[src/rtl/eeprom_stat_pkg.sv]
package eeprom_stat_pkg;

  typedef enum logic [1:0] {
    BP_NONE    = 2'b00,
    BP_QUARTER = 2'b01,
    BP_HALF    = 2'b10,
    BP_ALL     = 2'b11
  } bp_e;

  typedef enum logic {
    CYC_ARRAY  = 1'b0,
    CYC_STATUS = 1'b1
  } cyc_kind_e;

  localparam logic [3:0] STAT_FIXED_HI = 4'hF;
  localparam int unsigned STAT_BP_LSB = 2;

endpackage

[src/rtl/stat_wel.sv]
module stat_wel (
  input  logic clk_i,
  input  logic rst_ni,
  input  logic set_i,
  input  logic clr_cmd_i,
  input  logic cycle_end_i,
  input  logic wp_ni,
  output logic wel_o
);

  always_ff @(posedge clk_i or negedge rst_ni) begin
    if (!rst_ni)          wel_o <= 1'b0;
    else if (!wp_ni)      wel_o <= 1'b0;
    else if (cycle_end_i) wel_o <= 1'b0;
    else if (clr_cmd_i)   wel_o <= 1'b0;
    else if (set_i)       wel_o <= 1'b1;
  end

endmodule

[src/rtl/stat_bp_store.sv]
module stat_bp_store
  import eeprom_stat_pkg::*;
#(
  parameter logic [1:0] BP_INIT = 2'b00
) (
  input  logic clk_i,
  input  logic rst_ni,
  input  logic load_i,
  input  bp_e  load_val_i,
  input  logic commit_i,
  output bp_e  bp_o
);

  bp_e pend_q;

  // pending copy is taken at grant, active copy only at cycle end
  always_ff @(posedge clk_i or negedge rst_ni) begin
    if (!rst_ni) begin
      pend_q <= bp_e'(BP_INIT);
      bp_o   <= bp_e'(BP_INIT);
    end else begin
      if (load_i)   pend_q <= load_val_i;
      if (commit_i) bp_o   <= pend_q;
    end
  end

endmodule

[src/rtl/stat_range_chk.sv]
module stat_range_chk
  import eeprom_stat_pkg::*;
#(
  parameter int unsigned MEM_BYTES  = 512,
  parameter int unsigned PAGE_BYTES = 16,
  parameter int unsigned ADDR_W     = $clog2(MEM_BYTES)
) (
  input  bp_e               bp_i,
  input  logic [ADDR_W-1:0] addr_i,
  output logic              protected_o
);

  localparam int unsigned PAGE_W = $clog2(PAGE_BYTES);
  localparam int unsigned CMP_W  = ADDR_W + 1;

  logic [CMP_W-1:0] start_w [4];
  logic [CMP_W-1:0] page_base;

  for (genvar g = 0; g < 4; g++) begin : g_start
    // code 0 protects nothing, 3 protects all, else g quarters from the top
    localparam int unsigned SIZE = (g == 3) ? MEM_BYTES : (MEM_BYTES / 4) * g;
    assign start_w[g] = CMP_W'(MEM_BYTES - SIZE);
  end

  assign page_base   = {1'b0, addr_i[ADDR_W-1:PAGE_W], {PAGE_W{1'b0}}};
  assign protected_o = page_base >= start_w[bp_i];

endmodule

[src/rtl/eeprom_status_guard.sv]
module eeprom_status_guard
  import eeprom_stat_pkg::*;
#(
  parameter int unsigned MEM_BYTES  = 512,
  parameter int unsigned PAGE_BYTES = 16,
  parameter logic [1:0]  BP_INIT    = 2'b00,
  parameter int unsigned ADDR_W     = $clog2(MEM_BYTES)
) (
  input  logic              clk_i,
  input  logic              rst_ni,
  input  logic              cmd_wren_i,
  input  logic              cmd_wrdi_i,
  input  logic              write_req_i,
  input  logic [ADDR_W-1:0] write_addr_i,
  input  logic              wrsr_req_i,
  input  logic [7:0]        wrsr_data_i,
  input  logic              wp_ni,
  input  logic              cycle_done_i,
  output logic [7:0]        status_o,
  output logic              write_grant_o,
  output logic              write_deny_o,
  output logic              wrsr_grant_o,
  output logic              wrsr_deny_o
);

  logic      busy_q;
  cyc_kind_e kind_q;
  logic      wel;
  bp_e       bp_act;
  logic      addr_prot;
  logic      cyc_end;
  logic      may_write;

  assign cyc_end   = cycle_done_i & busy_q;
  assign may_write = wel & ~busy_q & wp_ni;

  stat_wel u_wel (
    .clk_i       (clk_i),
    .rst_ni      (rst_ni),
    .set_i       (cmd_wren_i),
    .clr_cmd_i   (cmd_wrdi_i),
    .cycle_end_i (cyc_end),
    .wp_ni       (wp_ni),
    .wel_o       (wel)
  );

  stat_bp_store #(.BP_INIT(BP_INIT)) u_bp (
    .clk_i      (clk_i),
    .rst_ni     (rst_ni),
    .load_i     (wrsr_grant_o),
    .load_val_i (bp_e'(wrsr_data_i[STAT_BP_LSB +: 2])),
    .commit_i   (cyc_end & (kind_q == CYC_STATUS)),
    .bp_o       (bp_act)
  );

  stat_range_chk #(
    .MEM_BYTES  (MEM_BYTES),
    .PAGE_BYTES (PAGE_BYTES),
    .ADDR_W     (ADDR_W)
  ) u_range (
    .bp_i        (bp_act),
    .addr_i      (write_addr_i),
    .protected_o (addr_prot)
  );

  // array write wins over a simultaneous status write
  assign write_grant_o = write_req_i & may_write & ~addr_prot;
  assign write_deny_o  = write_req_i & ~write_grant_o;
  assign wrsr_grant_o  = wrsr_req_i & may_write & ~write_req_i;
  assign wrsr_deny_o   = wrsr_req_i & ~wrsr_grant_o;

  always_ff @(posedge clk_i or negedge rst_ni) begin
    if (!rst_ni) begin
      busy_q <= 1'b0;
      kind_q <= CYC_ARRAY;
    end else if (write_grant_o) begin
      busy_q <= 1'b1;
      kind_q <= CYC_ARRAY;
    end else if (wrsr_grant_o) begin
      busy_q <= 1'b1;
      kind_q <= CYC_STATUS;
    end else if (cyc_end) begin
      busy_q <= 1'b0;
    end
  end

  assign status_o = {STAT_FIXED_HI, bp_act, wel, busy_q};

endmodule

[config.mk]
export PLATFORM = sky130hd
export DESIGN_NAME = eeprom_status_guard
export DESIGN_NICKNAME = d
export VERILOG_FILES = /design/src/rtl/eeprom_stat_pkg.sv /design/src/rtl/stat_wel.sv /design/src/rtl/stat_bp_store.sv /design/src/rtl/stat_range_chk.sv /design/src/rtl/eeprom_status_guard.sv
export SDC_FILE = /design/constraint.sdc
export NUM_CORES = 1
export LEC_CHECK = 0
export CELL_PAD_IN_SITES_DETAIL_PLACEMENT = 1
export CELL_PAD_IN_SITES_GLOBAL_PLACEMENT = 1
export CORE_UTILIZATION = 23
export CTS_CLUSTER_DIAMETER = 100
export DETAILED_ROUTE_END_ITERATION = 8
export PLACE_DENSITY = 0.91
export SLEW_MARGIN = 20
export SYNTH_ARGS = -nofsm -noshare
export SYNTH_HDL_FRONTEND = slang
export SYNTH_SLANG_ARGS = --single-unit
[constraint.sdc]
create_clock -name clk_i -period 3.95 [get_ports clk_i]
set_input_delay 0.79 -clock clk_i [delete_from_list [all_inputs] [get_ports clk_i]]
set_output_delay 0.79 -clock clk_i [all_outputs]
set_load 0.01 [all_outputs]
==> flow_summary.toml, run 1 <==
[route]
firstDrtPassIters = 6
drtIter0Drc = 1
wl_microns = 1006
vias = 387
viasPerCell = 4.207
drc = 0
drtAntennaViolNets = 0
wl_per_cell_microns = 10.93

[cts]
cts_buffers = 3
post_cts.repair.setup_buffers = 0
cts_buffer_depth = 2
htreeDepth = 1
cts_hold_buf = 0
clk_pin_slew_ns = 0.05
clock_latency_ns = 0.24
cts_num_sinks = 7
cts_resized = 0
cts_tree = "yes"
cts_root_buf = "clkbuf_4"

[synthesis]
yosys_warnings = 0
yosys.area.top_type = "dfrtp_1"
netlist.area_leader.share_pct = 38.57
synth_area_sq_um = 454.2
netlist_instances = 44
synth.distinct_cells = 19
syn_area_per_cell_sq_um = 10.32
ys_seq_area_share_pct = 38.57
synth_area_leaders = "dfrtp_1 39%, ha_1 11%, buf_4 9.9%"
synth-seq-cells = 7

[die]
start_util_pct = 25.47
die_x_microns = 46.44
rows = 15
ioPinCount = 37
die_y_microns = 46.44
coreArea_sq_um = 1783
die_area_sq_um = 2156

[global_route]
grt_overflow_total = 0
grt_max_degree = 8
antenna_found_initial = 0
grt_util_all_layers_pct = 11.58
grt_first_pass_wirelength_microns = 1731
grt_pass1_vias = 425

[pwr]
p_leak_nw = 0.3100
finalPower_uw = 227.8
powerDensity_nw_per_um2 = 326.2
ir_worst_vdd_v = 0.0001418

[worst_setup_path]
cp-end-kind = "output port"
crit_chain = "clkdlybuf4s50_1 -> inv_1 -> ha_1 -> or4b_1 -> a211o_1 -> a21oi_1 -> clkdlybuf4s50_1"
crit_slowest_cell = "clkdlybuf4s50_1"
crit_path_frequent_cell = "clkdlybuf4s50_1"
required_ns = 3.16
cpPeakStageDelay_ns = 0.56
critPathMaxFanout = 4
critPathKind = "primary input to output port"
worstSetupStartpointType = "primary input"
cp.arrival_ns = 3.05

[sta]
fmax_mhz = 260.1
slew_violations = 0
rsz0062_at_grt = "false"
fin_ws_ns = 0.1051
finalSetupViolCount = 0
finalClockSkew_ns = 0.002400
hold_violations = 0
tns_ns = 0
period_share_pct = 97.34
min_period_ns = 3.845

[job]
cap_violations = 0

[layout]
stdcell_count = 92
area_growth_pct = 53.72
drive_above_1_share_pct = 13.43
antennaDiodeCount = 0
final_nets = 97
fillers = 214
utilization_pct = 39.16

[place]
gp_congestion = 0.6940
dp_slack_ns = 0.08336
portBuffers = 22
placed_cells = 88
dp_hpwl_microns = 871.7

[run_status]
status = "completed"

[min_path]
min_path_type = "register to register"
[kinds of logic after synthesis]
family | share of synthesized area (%)
AOI/OAI and AO/OA | 9.091
other | 0.8257
adders and majority gates | 11.02
buffers and inverters | 16.53
DFF | 38.57
muxes | 9.917
and+or+nand+nor | 14.05
[final timing paths]
path | start | end | slack (ns) | depth (start not counted)
worst min-delay path | u_bp.pend_q[0]$_DFFE_PN0P_ | u_bp.pend_q[0]$_DFFE_PN0P_ | 0.50 | 1
worst max-delay path | write_addr_i[7] | write_deny_o | 0.11 | 7
max in group asynchronous | rst_ni | kind_q$_DFFE_PN0P_ | 2.92 | 1
worst max register to register | u_bp.bp_o[0]$_DFFE_PN0P_ | busy_q$_DFFE_PN0P_ | 1.80 | 5
worst min register to register | u_bp.pend_q[0]$_DFFE_PN0P_ | u_bp.pend_q[0]$_DFFE_PN0P_ | 0.50 | 1
min in group asynchronous | rst_ni | busy_q$_DFFE_PN0P_ | 0.80 | 1
[critical path, delay by kind of cell]
family,cells,cell delay (ns)
compound gates,2,0.53
fa+ha+maj,1,0.26
buf+inv,3,1.05
simple gates,1,0.44
[per-layer routing]
layer	GRT usage [%]	part of all wire, %	up-vias
met5	0	0	-
met4	3.529	0	0
met3	3.137	7.0	0
met2	22.22	55	15
met1	11.81	38	187
li1	-	-	185
[where the power goes]
part	internal (mW)	switching [mW]	total [mW]
sequential	0.0839	0.00872	0.0927
clock	0.0384	0.0246	0.0630
combinational	0.0431	0.0290	0.0721
total	0.166	0.0623	0.228
[Yosys cell counts]
| library cell | count |
|---|---|
| nand3_1 | 1 |
| nor2_1 | 1 |
| or4b_1 | 1 |
| a211o_1 | 1 |
| nor3b_2 | 1 |
| inv_1 | 8 |
| a2bb2oi_1 | 1 |
| and2_2 | 1 |
| a21oi_1 | 1 |
| a221o_1 | 1 |
| nand3b_1 | 1 |
| conb_1 | 1 |
| buf_4 | 6 |
| a2111oi_0 | 1 |
| dfrtp_1 | 7 |
| nor3_1 | 1 |
| nor2b_1 | 2 |
| ha_1 | 4 |
| mux2_2 | 4 |
[cell usage in the layout, fill, tap and decap left out]
cell type,Yosys,layout
clkbuf_1,0,1
and2_2,1,1
mux2_2,4,4
clkbuf_4,0,3
conb_1,1,4
or4b_1,1,1
clkdlybuf4s50_1,0,22
a211o_1,1,1
nand3_1,1,1
a2111oi_0,1,1
a21oi_1,1,1
nor3_1,1,1
ha_1,4,4
nand3b_1,1,1
nor2b_1,2,2
nor2_1,1,1
dfrtp_1,7,7
a2bb2oi_1,1,1
a221o_1,1,1
inv_1,8,8
nor3b_2,1,1
[metrics by stage]
stage,hold WS (ns),cell area [sq um]
2_1_floorplan,0.4766,465.4
3_3_place_gp,0.4916,671.9
3_5_place_dp,0.5015,671.9
4_1_cts,0.5132,698.2
5_1_grt,0.5199,698.2
6_report,0.5041,698.2
[flip-flops by register name (all words and copies together), names as in the netlist]
signal       count
kind_q           1
busy_q           1
u_wel.wel_o      1
u_bp.pend_q      2
u_bp.bp_o        2
[area by class of cell]
type | count | area [sq um] | share of cell area [%]
Timing Repair Buffer | 22 | 220.2 | 31.54
Multi-Input combinational cell | 26 | 215.2 | 30.82
Sequential cell | 7 | 175.2 | 25.09
Tap cell | 25 | 31.28 | 4.480
Inverter | 8 | 30.03 | 4.301
Clock buffer | 4 | 26.28 | 3.763
Note: power is estimated with default switching activity, not from simulation.
==> inputs of run 2 (changes only) <==
--- a/config.mk
+++ b/config.mk
@@ -11,7 +11,7 @@
 export CTS_CLUSTER_DIAMETER = 100
 export DETAILED_ROUTE_END_ITERATION = 8
 export PLACE_DENSITY = 0.91
-export SLEW_MARGIN = 20
+export SLEW_MARGIN = 5
 export SYNTH_ARGS = -nofsm -noshare
 export SYNTH_HDL_FRONTEND = slang
 export SYNTH_SLANG_ARGS = --single-unit
==> results of run 2 <==
Final layout, timing and power as in run 1 (identical DEF).
